$ cat config.mk
export PLATFORM = sky130hd
export DESIGN_NAME = reorder_buf
export DESIGN_NICKNAME = d
export VERILOG_FILES = /design/src/rtl/rob_pkg.sv /design/src/rtl/rob_ctrl.sv /design/src/rtl/rob_dpath.sv /design/src/rtl/reorder_buf.sv
export SDC_FILE = /design/constraint.sdc
export NUM_CORES = 1
export LEC_CHECK = 0
export ABC_CLOCK_PERIOD_IN_PS = 9010
export CORE_ASPECT_RATIO = 0.9
export CORE_MARGIN = 2
export CORE_UTILIZATION = 63
export CTS_CLUSTER_DIAMETER = 120
export DETAILED_ROUTE_END_ITERATION = 8
export GPL_TIMING_DRIVEN = 1
export PLACE_DENSITY = 0.85
export SLEW_MARGIN = 20
export SYNTH_ARGS = -nofsm -noshare
export SYNTH_HDL_FRONTEND = slang
export SYNTH_SLANG_ARGS = --single-unit
$ cat constraint.sdc
create_clock -name clk -period 9.01 [get_ports clk]
set_input_delay 0.901 -clock clk [delete_from_list [all_inputs] [get_ports clk]]
set_output_delay 0.901 -clock clk [all_outputs]
set_load 0.1 [all_outputs]
$ cat src/rtl/rob_pkg.sv
package rob_pkg;

  // Strobes from control to datapath, valid for the current cycle.
  typedef struct packed {
    logic alloc;   // claim the entry at the tail
    logic commit;  // retire the entry at the head
    logic flush;   // discard every entry
  } robStrobe_t;

endpackage

$ cat src/rtl/rob_ctrl.sv
module rob_ctrl
  import rob_pkg::*;
#(
  parameter int DEPTH = 8,
  localparam int IDX_W = $clog2(DEPTH),
  localparam int PTR_W = IDX_W + 1
) (
  input  logic             clk,
  input  logic             rstN,
  input  logic             allocValid,
  input  logic             headDone,
  input  logic             headFault,
  output logic             allocReady,
  output logic [IDX_W-1:0] headIdx,
  output logic [IDX_W-1:0] tailIdx,
  output robStrobe_t       strobe
);

  logic [PTR_W-1:0] headPtr, tailPtr;
  logic isEmpty, isFull, headReady;

  // Extra top bit tells full from empty when the indices match.
  assign isEmpty   = (headPtr == tailPtr);
  assign isFull    = (headPtr[IDX_W-1:0] == tailPtr[IDX_W-1:0]) &&
                     (headPtr[IDX_W] != tailPtr[IDX_W]);
  assign headReady = !isEmpty && headDone;

  assign strobe.flush  = headReady && headFault;
  assign strobe.commit = headReady && !headFault;
  assign allocReady    = !isFull && !strobe.flush;
  assign strobe.alloc  = allocValid && allocReady;

  assign headIdx = headPtr[IDX_W-1:0];
  assign tailIdx = tailPtr[IDX_W-1:0];

  always_ff @(posedge clk or negedge rstN) begin
    if (!rstN) begin
      headPtr <= '0;
      tailPtr <= '0;
    end else if (strobe.flush) begin
      headPtr <= '0;
      tailPtr <= '0;
    end else begin
      if (strobe.commit) headPtr <= headPtr + 1'b1;
      if (strobe.alloc)  tailPtr <= tailPtr + 1'b1;
    end
  end

endmodule

$ cat src/rtl/rob_dpath.sv
module rob_dpath
  import rob_pkg::*;
#(
  parameter int DEPTH  = 8,
  parameter int REG_W  = 5,
  parameter int DATA_W = 32,
  localparam int IDX_W = $clog2(DEPTH)
) (
  input  logic              clk,
  input  logic              rstN,
  input  robStrobe_t        strobe,
  input  logic [IDX_W-1:0]  headIdx,
  input  logic [IDX_W-1:0]  tailIdx,
  input  logic [REG_W-1:0]  allocDest,
  input  logic              allocIsBranch,
  input  logic              resValid,
  input  logic [IDX_W-1:0]  resTag,
  input  logic [DATA_W-1:0] resValue,
  input  logic              resFault,
  input  logic [IDX_W-1:0]  lookupTag,
  output logic              headDone,
  output logic              headFault,
  output logic              headBranch,
  output logic [REG_W-1:0]  headDest,
  output logic [DATA_W-1:0] headValue,
  output logic              lookupReady,
  output logic [DATA_W-1:0] lookupValue
);

  logic [DEPTH-1:0]  entValid, entDone, entFault, entBranch;
  logic [REG_W-1:0]  entDest  [DEPTH];
  logic [DATA_W-1:0] entValue [DEPTH];
  logic resHit;

  // Results for entries that are not allocated are dropped.
  assign resHit = resValid && entValid[resTag];

  always_ff @(posedge clk or negedge rstN) begin
    if (!rstN) begin
      entValid <= '0;
      entDone  <= '0;
      entFault <= '0;
    end else if (strobe.flush) begin
      entValid <= '0;
      entDone  <= '0;
      entFault <= '0;
    end else begin
      if (resHit) begin
        entDone[resTag]  <= 1'b1;
        entFault[resTag] <= resFault;
      end
      if (strobe.commit) entValid[headIdx] <= 1'b0;
      if (strobe.alloc) begin
        entValid[tailIdx] <= 1'b1;
        entDone[tailIdx]  <= 1'b0;
        entFault[tailIdx] <= 1'b0;
      end
    end
  end

  // Payload storage needs no reset: it is qualified by the valid/done bits.
  always_ff @(posedge clk) begin
    if (resHit) entValue[resTag] <= resValue;
    if (strobe.alloc) begin
      entDest[tailIdx]   <= allocDest;
      entBranch[tailIdx] <= allocIsBranch;
    end
  end

  assign headDone    = entDone[headIdx];
  assign headFault   = entFault[headIdx];
  assign headBranch  = entBranch[headIdx];
  assign headDest    = entDest[headIdx];
  assign headValue   = entValue[headIdx];
  assign lookupReady = entValid[lookupTag] && entDone[lookupTag];
  assign lookupValue = entValue[lookupTag];

endmodule

$ cat src/rtl/reorder_buf.sv
module reorder_buf
  import rob_pkg::*;
#(
  parameter int DEPTH  = 8,
  parameter int REG_W  = 5,
  parameter int DATA_W = 32,
  localparam int IDX_W = $clog2(DEPTH)
) (
  input  logic              clk,
  input  logic              rstN,
  input  logic              allocValid,
  input  logic [REG_W-1:0]  allocDest,
  input  logic              allocIsBranch,
  output logic              allocReady,
  output logic [IDX_W-1:0]  allocTag,
  input  logic              resValid,
  input  logic [IDX_W-1:0]  resTag,
  input  logic [DATA_W-1:0] resValue,
  input  logic              resFault,
  output logic              commitValid,
  output logic [REG_W-1:0]  commitDest,
  output logic [DATA_W-1:0] commitValue,
  output logic              flush,
  output logic              flushBranch,
  input  logic [IDX_W-1:0]  lookupTag,
  output logic              lookupReady,
  output logic [DATA_W-1:0] lookupValue
);

  robStrobe_t       strobe;
  logic [IDX_W-1:0] headIdx, tailIdx;
  logic             headDone, headFault, headBranch;

  rob_ctrl #(.DEPTH(DEPTH)) u_ctrl (
    .clk        (clk),
    .rstN       (rstN),
    .allocValid (allocValid),
    .headDone   (headDone),
    .headFault  (headFault),
    .allocReady (allocReady),
    .headIdx    (headIdx),
    .tailIdx    (tailIdx),
    .strobe     (strobe)
  );

  rob_dpath #(.DEPTH(DEPTH), .REG_W(REG_W), .DATA_W(DATA_W)) u_dpath (
    .clk           (clk),
    .rstN          (rstN),
    .strobe        (strobe),
    .headIdx       (headIdx),
    .tailIdx       (tailIdx),
    .allocDest     (allocDest),
    .allocIsBranch (allocIsBranch),
    .resValid      (resValid),
    .resTag        (resTag),
    .resValue      (resValue),
    .resFault      (resFault),
    .lookupTag     (lookupTag),
    .headDone      (headDone),
    .headFault     (headFault),
    .headBranch    (headBranch),
    .headDest      (commitDest),
    .headValue     (commitValue),
    .lookupReady   (lookupReady),
    .lookupValue   (lookupValue)
  );

  assign allocTag    = tailIdx;
  assign commitValid = strobe.commit;
  assign flush       = strobe.flush;
  assign flushBranch = strobe.flush && headBranch;

endmodule

==> qor.yml <==
holdWs_ps: 524
switching_power_uw: 2560
r2r_start: "u_ctrl.headPtr[0]$_DFFE_PN0P_"
hold_end: "u_dpath.entValid[6]$_DFF_PN0_"
avgSynthCellArea_um2: 17.0
hpwl_um: 20800
synth.largest_area_cell: "edfxtp_1"
antenna_found_initial: 0
dieArea_mm2: 0.0252
postCtsSetupBuffers: 0
vdd_drop_max_mv: 0.445
synth_warnings: 0
cp.required_ps: 8110
antennaDiodeCount: 0
avgRoutedWirePerCell_um: 27.9
fmax_mhz: 155
grt_usage_pct: 30.0
clkPwrFrac_pct: 23.6
rrSetupSlack_ps: 4180
hold_class: "reg2reg"
ys_ff_latch: 336
mappedNetlistArea_mm2: 0.0151
die_x_um: 167
firstDrtPassIters: 5
path_max_fanout: 46
reg2reg_to: "u_dpath.entDest[1][0]$_DFFE_PP_"
hold_violations: 0
start_kind: "flop"
cts_sinks: 336
cap_violations: 0
ctsHtreeMaxLevel: 2
drtIter0Drc: 1116
cts_tree: "yes"
gp_congestion: 0.828
grt_pass1_wl_um: 56700
muxShareOfSynthArea_pct: 20.0
crit_path_max_incr_delay_ps: 1150
synth-adder-area-share_pct: 0.166
nets: 1053
grt_overflow_total: 0
post-route-period-util_pct: 71.4
synth_top_cell_area_share_pct: 60.5
p_leak_uw: 0.00584
p_comb_share_pct: 42.9
min_from: "u_dpath.entValid[6]$_DFF_PN0_"
synthSimpleGateAreaFrac_pct: 5.25
synthXorXnorAreaFrac_pct: 0.406
cts_root_buf: "clkbuf_16"
numCtsBuffers: 35
rsz0062_at_grt: "false"
maxSlewViolCount: 0
highest_layer: "met4"
cts_max_path_buffers: 3
ios: 126
critPathArrivalTime_ps: 5530
clock_latency_ps: 510
clk_pin_slew_ps: 60
cts_hold_buf: 0
synth_area_leaders: "edfxtp_1, mux4_2, mux2_2, dfrtp_1, a22oi_1"
synth_edf_count: 304
syn_to_final_growth_pct: 17.5
wl_met1_um: 14100
nFillCells: 1295
switching_share_pct: 43.2
ant_nets: 0
vias: 9347
portBuffers: 125
wl_met3_um: 3850
whs_path_depth: 1
grt_start_max_net_pins: 66
end_kind: "output port"
yosysMostFrequentCell: "edfxtp_1"
cp_slowest_cell: "clkdlybuf4s50_1"
ys_dominant_reg_cell: "edfxtp_1"
setup_viol: 0
design.core.area_mm2: 0.0234
fin_tns_setup_ps: 0
die_y_um: 151
path_buf_inv: 3
grt_pass1_vias: 9751
relSlewSlack_pct: 26.5
seqPwrFrac_pct: 33.5
rows: 53
ctsResizeCount: 0
fin_skew_ps: 13.5
synth_top_family_by_area: "multiplexers"
yosysUniqueCellTypes: 55
async_flop_share_pct: 9.52
outcome: "complete, no violations"
period_needed_ps: 6430
start_util_pct: 64.4
ys_seq_area_share_pct: 65.8
yosys-top-cells-count: "edfxtp_1, mux4_2, mux2_2, a22oi_1, nand2_1"
syn_inst: 885
via_per_inst: 7.04
tightest_slew_ps: 1100
cp_top_family: "buffers and inverters"
wl_met2_um: 18200
syn-num-nets: 936
synth_compound_area_share_pct: 6.35
drt_wl_total_um: 37100
drive_gt1_share_pct: 24.3
p_int_uw: 3370
critPathKind: "reg2out"
drcViolationCount: 0
power_density_mw_per_mm2: 334
critical_path.cell_chain: "buf_4 > or3b_2 > o22ai_1 > a2111oi_4 > nand2_1 > clkinv_1 > nor2_1 > clkdlybuf4s50_1"
reg2regPathDepth: 7
## final cells by class
cell class              count  area (µm²)  share of cell area [%]
well taps                 302         378                    2.13
clock inverters            16         148                   0.833
clock buffers              45         956                    5.39
flip-flops and latches    336        9940                    56.0
inverters                   6        22.5                   0.127
repair buffers            145        1390                    7.85
multi-input cells         478        4900                    27.6
## worst max path at each step
stage / startpoint / cells past startpoint / slack (ps) / endpoint
2_1_floorplan: resTag[0] / 5 / 3770 / u_dpath.entFault[7]$_DFF_PN0_
3_3_place_gp: u_ctrl.headPtr[0]$_DFFE_PN0P_ / 8 / 3260 / allocReady
3_5_place_dp: u_ctrl.headPtr[0]$_DFFE_PN0P_ / 8 / 3150 / allocReady
4_1_cts: u_ctrl.headPtr[0]$_DFFE_PN0P_ / 8 / 2600 / allocReady
5_1_grt: u_ctrl.headPtr[0]$_DFFE_PN0P_ / 8 / 2310 / allocReady
6_report: u_ctrl.headPtr[0]$_DFFE_PN0P_ / 8 / 2580 / allocReady
## state kept, by name, indices dropped and copies added, names as in the netlist
name,count
u_ctrl.headPtr,4
u_dpath.entBranch,8
u_ctrl.tailPtr,4
u_dpath.entDone,8
u_dpath.entDest,40
u_dpath.entFault,8
u_dpath.entValue,256
u_dpath.entValid,8
## placed cells by master (no fill, tap or decap), types with 5 or more instances in the layout
master,count
mux2_2,72
o21ai_0,23
nor3_1,24
clkdlybuf4s50_1,122
a22oi_1,45
mux2i_1,24
xor2_1,5
buf_4,20
nor2_1,31
clkbuf_1,8
dfrtp_1,29
clkinv_1,7
clkinv_2,7
and2_1,8
nand2_1,43
nand3_1,19
a221oi_1,30
edfxtp_1,304
mux4_2,87
a21oi_1,10
clkbuf_16,37
## metal layers
layer	vias to the layer above	global-route usage, %
met1	4744	41.5
met5	-	0
li1	3870	-
met2	646	48.6
met4	0	10.9
met3	87	6.04
## metrics by stage
stage | worst slack, ps | utilization [%] | total power [µW] | cells | area (µm²)
floorplan | 3770 | - | 3880 | 885 | 15100
global placement | 3260 | 71.0 | 4500 | 1267 | 16600
detailed placement | 3150 | 71.0 | 4530 | 1267 | 16600
CTS | 2600 | 75.7 | 5920 | 1328 | 17700
global route | 2310 | 75.7 | 6110 | 1328 | 17700
finish | 2580 | 75.7 | 5930 | 1328 | 17700
## kinds of logic (layout without fill, tap and decap cells)
logic type / after synthesis / in the layout
xor+xnor: 7 / 7
compound gates: 129 / 129
mux: 183 / 183
fa+ha+maj: 2 / 2
buf+inv: 71 / 212
simple gates: 157 / 157
flops: 336 / 336
## power groups by stage
stage               registers, µW  logic (µW)  clock network [µW]
floorplan                    1910        1970                   0
global placement             2010        2490                   0
detailed placement           2020        2520                   0
CTS                          1980        2530                1410
global route                 2000        2640                1470
finish                       1990        2540                1400
Power figures use the tool's default switching activity.
